<file path="src/rtl/bcs_pkg.sv">
package bcs_pkg;
    localparam int unsigned OFS_W = 3;
    localparam int unsigned MAX_BEATS = 1 << OFS_W;

    typedef enum logic {
        ST_IDLE = 1'b0,
        ST_RUN  = 1'b1
    } seq_state_e;

    typedef enum logic {
        ORD_WRAP = 1'b0,
        ORD_XOR  = 1'b1
    } order_e;

    typedef enum logic [1:0] {
        LEN_FALLBACK = 2'b00,
        LEN_TWO      = 2'b01,
        LEN_FOUR     = 2'b10,
        LEN_EIGHT    = 2'b11
    } len_code_e;
endpackage

</file>
<file path="src/rtl/bcs_len_dec.sv">
module bcs_len_dec
    import bcs_pkg::*;
(
    input  logic [1:0]       code_i,
    output logic [OFS_W-1:0] mask_o
);
    always_comb begin
        unique case (len_code_e'(code_i))
            LEN_FOUR:  mask_o = 3'b011;
            LEN_EIGHT: mask_o = 3'b111;
            default:   mask_o = 3'b001;
        endcase
    end
endmodule

</file>
<file path="src/rtl/bcs_beat_order.sv">
module bcs_beat_order
    import bcs_pkg::*;
(
    input  logic [OFS_W-1:0] base_ofs_i,
    input  logic [OFS_W-1:0] idx_i,
    input  logic [OFS_W-1:0] mask_i,
    input  order_e           mode_i,
    output logic [OFS_W-1:0] low_o
);
    logic [OFS_W-1:0] start_ofs;
    logic [OFS_W-1:0] wrap_ofs;
    logic [OFS_W-1:0] xor_ofs;

    always_comb begin
        start_ofs = base_ofs_i & mask_i;
        wrap_ofs  = (start_ofs + idx_i) & mask_i;
        xor_ofs   = (start_ofs ^ idx_i) & mask_i;
        unique case (mode_i)
            ORD_XOR:  low_o = (base_ofs_i & ~mask_i) | xor_ofs;
            default:  low_o = (base_ofs_i & ~mask_i) | wrap_ofs;
        endcase
    end
endmodule

</file>
<file path="src/rtl/bcs_fsm.sv">
module bcs_fsm
    import bcs_pkg::*;
(
    input  logic             clk,
    input  logic             rst_n,
    input  logic             start_i,
    input  logic [OFS_W-1:0] final_idx_i,
    output logic             accept_o,
    output logic             running_o,
    output logic             final_o,
    output logic [OFS_W-1:0] idx_o
);
    seq_state_e       state_q;
    seq_state_e       state_d;
    logic [OFS_W-1:0] idx_q;
    logic             at_final;

    assign at_final = (idx_q == final_idx_i);

    always_comb begin
        state_d = state_q;
        unique case (state_q)
            ST_IDLE: if (start_i)  state_d = ST_RUN;
            ST_RUN:  if (at_final) state_d = ST_IDLE;
            default: state_d = ST_IDLE;
        endcase
    end

    always_ff @(posedge clk or negedge rst_n) begin
        if (!rst_n) begin
            state_q <= ST_IDLE;
            idx_q   <= '0;
        end else begin
            state_q <= state_d;
            if (state_q == ST_IDLE)
                idx_q <= '0;
            else if (!at_final)
                idx_q <= idx_q + 1'b1;
        end
    end

    always_comb begin
        accept_o  = 1'b0;
        running_o = 1'b0;
        final_o   = 1'b0;
        unique case (state_q)
            ST_IDLE: accept_o = start_i;
            ST_RUN: begin
                running_o = 1'b1;
                final_o   = at_final;
            end
            default: ;
        endcase
    end

    assign idx_o = idx_q;
endmodule

</file>
<file path="src/rtl/burst_col_seq.sv">
module burst_col_seq
    import bcs_pkg::*;
#(
    parameter int unsigned COL_W = 10
) (
    input  logic             clk,
    input  logic             rst_n,
    input  logic             start_i,
    input  logic [COL_W-1:0] col_i,
    input  logic [1:0]       len_i,
    input  logic             mode_i,
    output logic [COL_W-1:0] col_o,
    output logic             valid_o,
    output logic             last_o,
    output logic             busy_o
);
    localparam int unsigned UP_W = COL_W - OFS_W;

    logic [COL_W-1:0] col_q;
    logic [OFS_W-1:0] mask_q;
    order_e           mode_q;
    logic [OFS_W-1:0] mask_new;
    logic             accept;
    logic             running;
    logic             final_beat;
    logic [OFS_W-1:0] idx;
    logic [OFS_W-1:0] low;

    bcs_len_dec u_len (
        .code_i (len_i),
        .mask_o (mask_new)
    );

    bcs_fsm u_fsm (
        .clk         (clk),
        .rst_n       (rst_n),
        .start_i     (start_i),
        .final_idx_i (mask_q),
        .accept_o    (accept),
        .running_o   (running),
        .final_o     (final_beat),
        .idx_o       (idx)
    );

    bcs_beat_order u_order (
        .base_ofs_i (col_q[OFS_W-1:0]),
        .idx_i      (idx),
        .mask_i     (mask_q),
        .mode_i     (mode_q),
        .low_o      (low)
    );

    always_ff @(posedge clk or negedge rst_n) begin
        if (!rst_n) begin
            col_q  <= '0;
            mask_q <= 3'b001;
            mode_q <= ORD_WRAP;
        end else if (accept) begin
            col_q  <= col_i;
            mask_q <= mask_new;
            mode_q <= order_e'(mode_i);
        end
    end

    always_comb begin
        col_o   = '0;
        valid_o = running;
        busy_o  = running;
        last_o  = final_beat;
        if (running)
            col_o = {col_q[COL_W-1 -: UP_W], low};
    end
endmodule

</file>
<file path="config.mk">
export PLATFORM = sky130hd
export DESIGN_NAME = burst_col_seq
export DESIGN_NICKNAME = d
export VERILOG_FILES = /design/src/rtl/bcs_pkg.sv /design/src/rtl/bcs_len_dec.sv /design/src/rtl/bcs_beat_order.sv /design/src/rtl/bcs_fsm.sv /design/src/rtl/burst_col_seq.sv
export SDC_FILE = /design/constraint.sdc
export NUM_CORES = 1
export LEC_CHECK = 0
export BUFFER_PORTS_ARGS = -buffer_cell sky130_fd_sc_hd__buf_4
export CAP_MARGIN = 20
export CORE_ASPECT_RATIO = 0.75
export CORE_MARGIN = 4
export CORE_UTILIZATION = 50
export CTS_BUF_LIST = sky130_fd_sc_hd__clkbuf_16
export DETAILED_ROUTE_END_ITERATION = 8
export GPL_ROUTABILITY_DRIVEN = 0
export HOLD_SLACK_MARGIN = 0.05
export PLACE_DENSITY = 0.77
export SLEW_MARGIN = 10
export SYNTH_ARGS = -nofsm -noshare
export SYNTH_HDL_FRONTEND = slang
export SYNTH_SLANG_ARGS = --single-unit
</file>
<file path="constraint.sdc">
create_clock -name clk -period 4.6 [get_ports clk]
set_clock_uncertainty 0.2 [all_clocks]
set_input_delay 0 -clock clk [delete_from_list [all_inputs] [get_ports clk]]
set_output_delay 0 -clock clk [all_outputs]
set_load 0.005 [all_outputs]
</file>
==> summary.txt, run 1 <==
status: complete, no violations
CTS tree: yes
ANT cells: 0
Pre-antenna DRT Iters: 3
post-DP HPWL: 1320 um
via count: 734
Worst-Margin Slew: 742 ps
minimum period implied by the final worst setup slack: 2320 ps
post-synthesis average cell area: 11.7 um2
Synth Flop Type: dfrtp_1
Crit Path Max Fanout: 8
reg2reg setup slack: 2450 ps
synth top area cells: dfrtp_1 43%, mux2_4 12%, and2_1 5.7%
Fill cells: 129
Yosys reg bits: 17
drt wl/cell: 13.5 um
worst hold stages: 1
Remaining Overflow, GRT: 0
clock sinks: 17
placed instance count: 128
Slew Viols, Final: 0
mapped cell area: 980 um2
CTS buffer count: 3
Worst Setup End Kind: output port
hold slack final: 298 ps
ratio of cells with drive above 1 in the final layout: 0.362
R2R Path End: mask_q[2]
Warnings, synthesis: 0
H-tree lvl count: 1
Worst Hold Class: flop to flop
Synth cell types: 32
asr flop ratio synth: 1.00
Finished Layout Cells: 149
Tot Pwr: 919 uW
IO buf count: 28
MaxCap Viol Count: 0
relative slew slack: 0.504
r2r worst-path depth: 4
Hold EP: col_q[5]
Power Density: 653 nW/um2
drt via density: 4.93
antenna violations before repair: 0
worst path cell trace: ha_1 -> inv_1 -> fa_1 -> or3_1 -> a21oi_2 -> mux2i_1 -> buf_4
Post-synth EDFFs: 0
synth cell count leaders: 17 x dfrtp_1, 9 x and2_1, 8 x mux2_4
Setup TNS: 0 ps
Detailed Route WL: 2020 um
final setup violating endpoints: 0
critical path arrival: 2120 ps
Max VDD drop: 0.528 mV
startpoint type of the worst setup path: flop
Setup CP Type: flop to output port
DR DRC count: 0
cells after synthesis: 84
# IOs: 29
WP buf/inv: 2
post-synth top area share: 0.434
largest net degree at the start of global routing: 22
hold path startpoint: col_q[5]
starting DRC count in detailed routing: 30
vias in the first global route: 777
area delta synth->final: 43.7%
GRT Util Overall: 0.185
Die H: 46.3 um
post-route ant nets: 0
most common cell in the netlist: dfrtp_1
CTS root buffer: clkbuf_16
Final Hold Vio Count: 0
Slowest-stage cell, CP: dfrtp_1
RR Startpoint: u_fsm.state_q
Final nets: 148
Crit path required time: 4400 ps
period utilization: 0.504
Synth area leader: dfrtp_1
RSZ-0062 raised after global routing: false
Max clock buf depth: 2
Skew-Pair Late Insertion Delay: 240 ps
Clk pin slew, worst setup/hold paths: 50 ps
cts repair resizes: 0
Die Footprint: 2740 um2
first-pass GRT wire length: 3710 um
Initial Util: 0.548
f_max: 432 MHz
register area share after synthesis: 0.434
Mapped Nets: 104
floorplan core area: 1790 um2
die width: 59.1 um
Worst path max stage delay: 460 ps
FP Rows: 13
setup bufs post-CTS: 0
leakage power: 0.000667 uW
CP top delay family: adder cells
==> per-stage QoR <==
step / utilization / cell area, um2 / setup WS [ps]
6_report: 0.787 / 1410 / 2280
5_1_grt: 0.787 / 1410 / 2110
4_1_cts: 0.787 / 1410 / 2290
3_5_place_dp: 0.648 / 1160 / 2530
3_3_place_gp: 0.648 / 1160 / 2590
2_1_floorplan: - / 980 / 2740
==> layout make-up <==
cell class	count	area [um2]	share of cell area
Clock buffer	3	75.1	0.0533
Clock inverter	1	3.75	0.00267
Sequential cell	17	425	0.302
Multi-Input combinational cell	56	477	0.339
Tap cell	22	27.5	0.0196
Timing Repair Buffer	45	380	0.270
Inverter	5	18.8	0.0133
==> flip-flops by register name, indices dropped and copies added, names as in the netlist <==
register,flops
col_q,10
mask_q,2
mode_q,1
u_fsm.idx_o,3
u_fsm.state_q,1
==> cells by family after synthesis <==
| kind of cell | count (synthesis) | synth area share |
|---|---|---|
| adders and majority gates | 4 | 0.0588 |
| AOI/OAI and AO/OA | 11 | 0.0728 |
| xor gates and xnor gates | 3 | 0.0268 |
| DFF | 17 | 0.434 |
| muxes | 13 | 0.179 |
| and+or+nand+nor | 25 | 0.149 |
| buffers and inverters | 11 | 0.0792 |
==> worst max path at each step <==
stage	startpoint	endpoint	cells after the start
final	u_fsm.idx_o[0]	col_o[2]	7
after global routing	mask_q[1]	col_o[2]	6
after CTS	u_fsm.idx_o[0]	col_o[2]	7
after detailed placement	u_fsm.idx_o[0]	col_o[2]	7
after global placement	u_fsm.idx_o[0]	col_o[2]	7
after floorplan	u_fsm.idx_o[0]	col_o[2]	6
==> per-layer routing <==
| metal | track usage | up-vias | part of all wire |
|---|---|---|---|
| li1 | - | 367 | - |
| met1 | 0.233 | 344 | 0.45 |
| met2 | 0.308 | 21 | 0.48 |
| met3 | 0.0672 | 2 | 0.059 |
| met4 | 0.0407 | 0 | 0.0069 |
| met5 | 0 | - | 0 |
==> power by group <==
group,total (uW),internal [uW],switching (uW)
logic,437,272,165
registers,313,226,86.6
clock network,169,115,53.9
total,919,614,306
==> what timing repair did <==
item	4_1_cts	5_1_grt
hold buffers	17	0
endpoints found under the hold margin	31	0
endpoints found under the setup margin	0	0
==> placed cells by master, fill, tap and decap left out <==
| master | instances |
|---|---|
| or2b_1 | 1 |
| o211ai_1 | 1 |
| a21oi_2 | 1 |
| fa_1 | 1 |
| nand4_1 | 1 |
| dlygate4sd3_1 | 17 |
| ha_1 | 3 |
| mux2_2 | 4 |
| a21boi_0 | 1 |
| o311ai_0 | 1 |
| nor3_1 | 1 |
| inv_1 | 6 |
| mux2i_1 | 1 |
| mux2_4 | 8 |
| nand2b_1 | 1 |
| nand2_1 | 3 |
| o21ai_0 | 5 |
| xnor2_1 | 1 |
| nor2_1 | 3 |
| dfrtp_1 | 17 |
| a21o_1 | 1 |
| or3_1 | 1 |
| a31oi_1 | 1 |
| nor2b_4 | 1 |
| nand3_1 | 3 |
| buf_4 | 28 |
| clkbuf_16 | 3 |
| and2_1 | 9 |
| xor2_1 | 2 |
| and2_2 | 1 |
==> worst register-to-register path: stages (launching register included) <==
cell,delay (ps)
dfrtp_1,600
nor2b_4,520
nand3_1,120
dlygate4sd3_1,560
o21ai_0,70
No activity file was read; power rests on OpenSTA's default activity.
==> inputs of run 2 (changes only) <==
Clock period 4.6 ns to 2.4 ns, I/O delays scaled along.
==> run 2 against run 1 <==
  * Die area is the same
  * Flip-flop and latch count is the same
  * Combinational power grew 100%
  * First-iteration DRC count shrank 53%
  * Utilization grew 0.56 points
  * Critical path type unchanged
  * Largest power group unchanged
  * Highest routed layer is now met3
==> summary.txt, run 2 (synthesis results as in run 1) <==
status: complete, no violations
drt wl/cell: 13.4 um (-1.3%)
DR DRC count: 0 (unchanged)
largest net degree at the start of global routing: 21 (-4.5%)
Largest register FFs: 10 (unchanged)
worst setup path start: u_fsm.idx_o[0]
most common cell after layout, fill and taps aside: buf_4
relative slew slack: 0.502 (-0.00181)
startpoint type of the worst setup path: flop
FP Rows: 13 (unchanged)
drt via density: 4.96 (+0.69%)
post-route ant nets: 0 (unchanged)
Slowest-stage cell, CP: dfrtp_2
ANT cells: 0 (unchanged)
Remaining Overflow, GRT: 0 (unchanged)
CTS root buffer: clkbuf_16
Hold EP: col_q[5]
Crit Path Max Fanout: 8 (unchanged)
Max VDD drop: 0.885 mV (+68%)
floorplan core area: 1790 um2 (unchanged)
top sig layer: met3
Power Density: 1260 nW/um2 (+94%)
antenna violations before repair: 0 (unchanged)
Setup CP Type: flop to output port
Detailed Route WL: 2000 um (-0.64%)
leakage power: 0.000669 uW (+0.36%)
Pre-antenna DRT Iters: 4 (+1)
vias in the first global route: 801 (+3.1%)
Crit path required time: 2200 ps (-2200 ps)
area delta synth->final: 44.7%
final setup violating endpoints: 0 (unchanged)
RSZ-0062 raised after global routing: false
Placed Area: 1170 um2 (+0.65%)
Setup TNS: 0 ps (unchanged)
setup bufs post-CTS: 0 (unchanged)
H-tree lvl count: 1 (unchanged)
Post-Layout Inst Area: 1420 um2 (+0.71%)
WP buf/inv: 2 (unchanged)
ratio of cells with drive above 1 in the final layout: 0.383 (+0.0206)
Initial Util: 0.548 (unchanged)
reg2reg setup slack: 530 ps (-1920 ps)
CP top delay family: adder cells
via count: 744 (+1.4%)
DRT met1 WL: 943 um (+2.8%)
die width: 59.1 um (unchanged)
commonest cells after routing, fill and taps aside: 29 x buf_4, 17 x dlygate4sd3_1, 15 x dfrtp_1
first-pass GRT wire length: 3480 um (-6.0%)
# IOs: 29 (unchanged)
post-DP HPWL: 1340 um (+1.7%)
Die H: 46.3 um (unchanged)
r2r worst-path depth: 4 (unchanged)
Most flops, register: col_q
worst path cell trace: ha_1 -> inv_1 -> fa_1 -> or3_1 -> a21oi_2 -> mux2i_1 -> buf_4
worst hold stages: 1 (unchanged)
IO buf count: 28 (unchanged)
minimum period implied by the final worst setup slack: 2250 ps
Skew-Pair Late Insertion Delay: 240 ps (about the same)
f_max: 444 MHz
Worst path max stage delay: 430 ps (-30 ps)
Worst Hold Class: flop to flop
Slew Viols, Final: 0 (unchanged)
period utilization: 0.939
RR Startpoint: u_fsm.state_q
hold path startpoint: col_q[5]
starting DRC count in detailed routing: 14 (-53%)
Worst Setup End Kind: output port
GRT Util Overall: 0.170 (-0.0158)
Die Footprint: 2740 um2 (unchanged)
CTS buffer count: 3 (unchanged)
met3 WL: 91 um (-24%)
R2R Path End: mask_q[2]
Clk pin slew, worst setup/hold paths: 50 ps (about the same)
final core occ: 0.792 (+0.00560)
Tot Pwr: 1790 uW (+95%)
CTS tree: yes
clock sinks: 17 (unchanged)
Max clock buf depth: 2 (unchanged)
MaxCap Viol Count: 0 (unchanged)
Final nets: 149 (+0.68%)
Final Hold Vio Count: 0 (unchanged)
Worst-Margin Slew: 745 ps (+2.70 ps)
critical path arrival: 2050 ps (-70 ps)
WL met2: 969 um (+0.52%)
-- run 2: power by group --
part           leakage, uW  internal (uW)  switching [uW]  total [uW]
sequential        0.000199            438             142         579
combinational     0.000427            534             356         890
clock            0.0000423            221             103         324
-- run 2: per-stage QoR --
step           instances  hold WS (ps)  setup WS [ps]
6_report             150           304            146
5_1_grt              150           315           1.29
4_1_cts              150           305           60.4
3_5_place_dp         129          -322            332
3_3_place_gp         129          -322            388
2_1_floorplan         84          -496            541
-- run 2: worst max path at each step --
stage          endpoint  slack [ps]  cells after the start
3_3_place_gp   col_o[2]         390                      7
3_5_place_dp   col_o[2]         330                      7
2_1_floorplan  col_o[2]         540                      6
5_1_grt        col_o[2]           1                      6
6_report       col_o[2]         150                      7
4_1_cts        col_o[2]          60                      7
-- run 2: cell type report --
class	instances	area, um2
Timing Repair Buffer	46	388
Sequential cell	17	428
Multi-Input combinational cell	56	477
Tap cell	22	27.5
Fill cell	118	372
Clock buffer	3	75.1
Inverter	5	18.8
Clock inverter	1	3.75
-- run 2: worst reg2reg max path: stages, from the launching register on --
cell,delay [ps]
dfrtp_1,400
nor2b_4,430
nand3_1,130
dlygate4sd3_1,560
o21ai_0,70
-- run 2: repair_timing --
item / 4_1_cts / 5_1_grt
endpoints found under the setup margin: 0 / 1
hold buffers: 17 / 0
resized for setup: 0 / 2
hold endpoints to repair: 31 / 0
-- run 2: layer usage --
| metal | GRT usage | up-vias |
|---|---|---|
| met4 | 0.0226 | 0 |
| met5 | 0 | - |
| met3 | 0.0504 | 0 |
| met2 | 0.306 | 17 |
| li1 | - | 369 |
| met1 | 0.207 | 358 |
==> inputs of run 3 (changes only) <==
--- a/constraint.sdc
+++ b/constraint.sdc
@@ -4,2 +4,2 @@
 set_output_delay 0 -clock clk [all_outputs]
-set_load 0.005 [all_outputs]
+set_load 0.01 [all_outputs]
==> run 3 against run 2 <==
  * Total power is 8.8% higher
  * Fmax hardly changed
  * Flip-flop and latch count stayed put
  * Worst setup slack worse by 1.2 ps
  * Critical path type unchanged
  * Critical endpoint unchanged
==> summary.txt, run 3 (synthesis results as in run 1) <==
Slew Viols, Final: 0 (unchanged)
placed instance count: 129 (unchanged)
Worst Setup End Kind: output port
vias in the first global route: 771 (-3.7%)
drt wl/cell: 14.5 um (+8.7%)
area delta synth->final: 48.8%
Initial Util: 0.548 (unchanged)
CTS buffer count: 3 (unchanged)
drt via density: 4.99 (+0.68%)
most common cell after layout, fill and taps aside: buf_4
Setup TNS: 0 ps (unchanged)
Worst-Margin Slew: 762 ps (+17.0 ps)
Max clock buf depth: 2 (unchanged)
Die H: 46.3 um (unchanged)
Sw Share: 0.358 (+0.0237)
part of the power in combinational logic: 0.538 (+0.042)
Int Pwr: 1250 uW (+4.9%)
Fill cells: 109 (-7.6%)
minimum period implied by the final worst setup slack: 2260 ps (+1.17 ps)
startpoint type of the worst setup path: flop
H-tree lvl count: 1 (unchanged)
R2R Path End: mask_q[2]
Crit path required time: 2200 ps (about the same)
RSZ-0062 raised after global routing: false
Finished Layout Cells: 155 (+3.3%)
Power Density: 1340 nW/um2 (+5.8%)
Detailed Route WL: 2250 um (+12%)
CTS tree: yes
Tot Pwr: 1950 uW (+8.8%)
Max VDD drop: 0.970 mV (+9.6%)
Hold EP: col_q[5]
pre-CTS setup slack: 306 ps (-25.6 ps)
starting DRC count in detailed routing: 19 (+5)
final worst slack: 144 ps (-1.17 ps)
Worst Hold Class: flop to flop
die width: 59.1 um (unchanged)
f_max: 443 MHz (about the same)
hold path startpoint: col_q[5]
FP Rows: 13 (unchanged)
first-pass GRT wire length: 3530 um (+1.2%)
Pre-antenna DRT Iters: 4 (unchanged)
r2r worst-path depth: 4 (unchanged)
Die Footprint: 2740 um2 (unchanged)
ANT cells: 0 (unchanged)
Remaining Overflow, GRT: 0 (unchanged)
Largest register FFs: 10 (unchanged)
floorplan core area: 1790 um2 (unchanged)
worst hold stages: 1 (unchanged)
status: complete, no violations
Clk pin slew, worst setup/hold paths: 50 ps (about the same)
period utilization: 0.940 (about the same)
critical path arrival: 2060 ps (about the same)
post-route ant nets: 0 (unchanged)
clock power share: 0.171 (-0.010)
relative slew slack: 0.490 (-0.0114)
leakage power: 0.000691 uW (+3.2%)
MaxCap Viol Count: 0 (unchanged)
commonest cells after routing, fill and taps aside: 34 x buf_4, 17 x dlygate4sd3_1, 14 x dfrtp_1
final setup violating endpoints: 0 (unchanged)
Setup CP Type: flop to output port
worst setup path start: u_fsm.idx_o[1]
IO buf count: 28 (unchanged)
Final Hold Vio Count: 0 (unchanged)
Skew-Pair Late Insertion Delay: 250 ps (about the same)
ratio of cells with drive above 1 in the final layout: 0.421 (+0.0382)
CTS root buffer: clkbuf_16
Crit Path Max Fanout: 7 (-1)
Most flops, register: col_q
via count: 774 (+4.0%)
P_sw: 699 uW (+16%)
RR Startpoint: u_fsm.state_q
GRT Util Overall: 0.178 (+0.00834)
clock sinks: 17 (unchanged)
Final nets: 154 (+3.4%)
largest net degree at the start of global routing: 21 (unchanged)
reg2reg setup slack: 500 ps (-30 ps)
share of total power in sequential cells: 0.291 (-0.032)
post-DP HPWL: 1360 um (+1.1%)
DR DRC count: 0 (unchanged)
# IOs: 29 (unchanged)
antenna violations before repair: 0 (unchanged)
==> run 3: cell count changes in the layout (fill, tap and decap cells not counted), sizes merged <==
cell and delta:
buf +5, inv -1, clkinv +1
==> run 3: worst max-delay path by stage <==
stage / end / slack (ps)
floorplan: col_o[2] / 470
global placement: col_o[2] / 380
detailed placement: col_o[2] / 310
CTS: col_o[2] / 30
global route: col_o[2] / 10
finish: col_o[2] / 140
==> run 3: stage by stage <==
| stage | hold slack [ps] | utilization | area [um2] |
|---|---|---|---|
| after global routing | 314 | 0.815 | 1460 |
| after floorplan | -496 | - | 980 |
| after global placement | -322 | 0.652 | 1170 |
| after detailed placement | -322 | 0.652 | 1170 |
| after CTS | 305 | 0.792 | 1420 |
| final | 300 | 0.815 | 1460 |
==> run 3: repair_timing <==
action / in CTS / in global routing
endpoints found under the setup margin: 0 / 1
hold endpoints to repair: 31 / 0
hold buffers: 17 / 0
gates resized for setup: 0 / 3
buffers inserted: 0 / 5
==> run 3: area by class of cell <==
type	count	area [um2]	area share
Multi-Input combinational cell	56	477	0.327
Sequential cell	17	429	0.294
Timing Repair Buffer	51	425	0.292
Clock buffer	3	75.1	0.0515
Tap cell	22	27.5	0.0189
Inverter	5	18.8	0.0129
Clock inverter	1	5.00	0.00343
==> run 3: metal layers <==
metal	routed length (um)	vias to the layer above	global-route usage
li1	-	378	-
met2	1100	25	0.311
met4	42	0	0.0452
met5	0	-	0
met3	105	4	0.0448
met1	1000	367	0.222
==> run 3: critical path: stages (launching register included) <==
cell and delay [ps]:
dfrtp_2 430, inv_1 90, fa_1 430, or3_1 330
a21oi_2 170, mux2i_1 220, buf_4 150
==> run 3: power groups by stage <==
stage / combinational [uW] / clock [uW] / sequential (uW)
2_1_floorplan: 657 / 0 / 527
5_1_grt: 1140 / 355 / 587
6_report: 1050 / 334 / 568
3_3_place_gp: 889 / 0 / 567
3_5_place_dp: 905 / 0 / 579
4_1_cts: 940 / 338 / 577
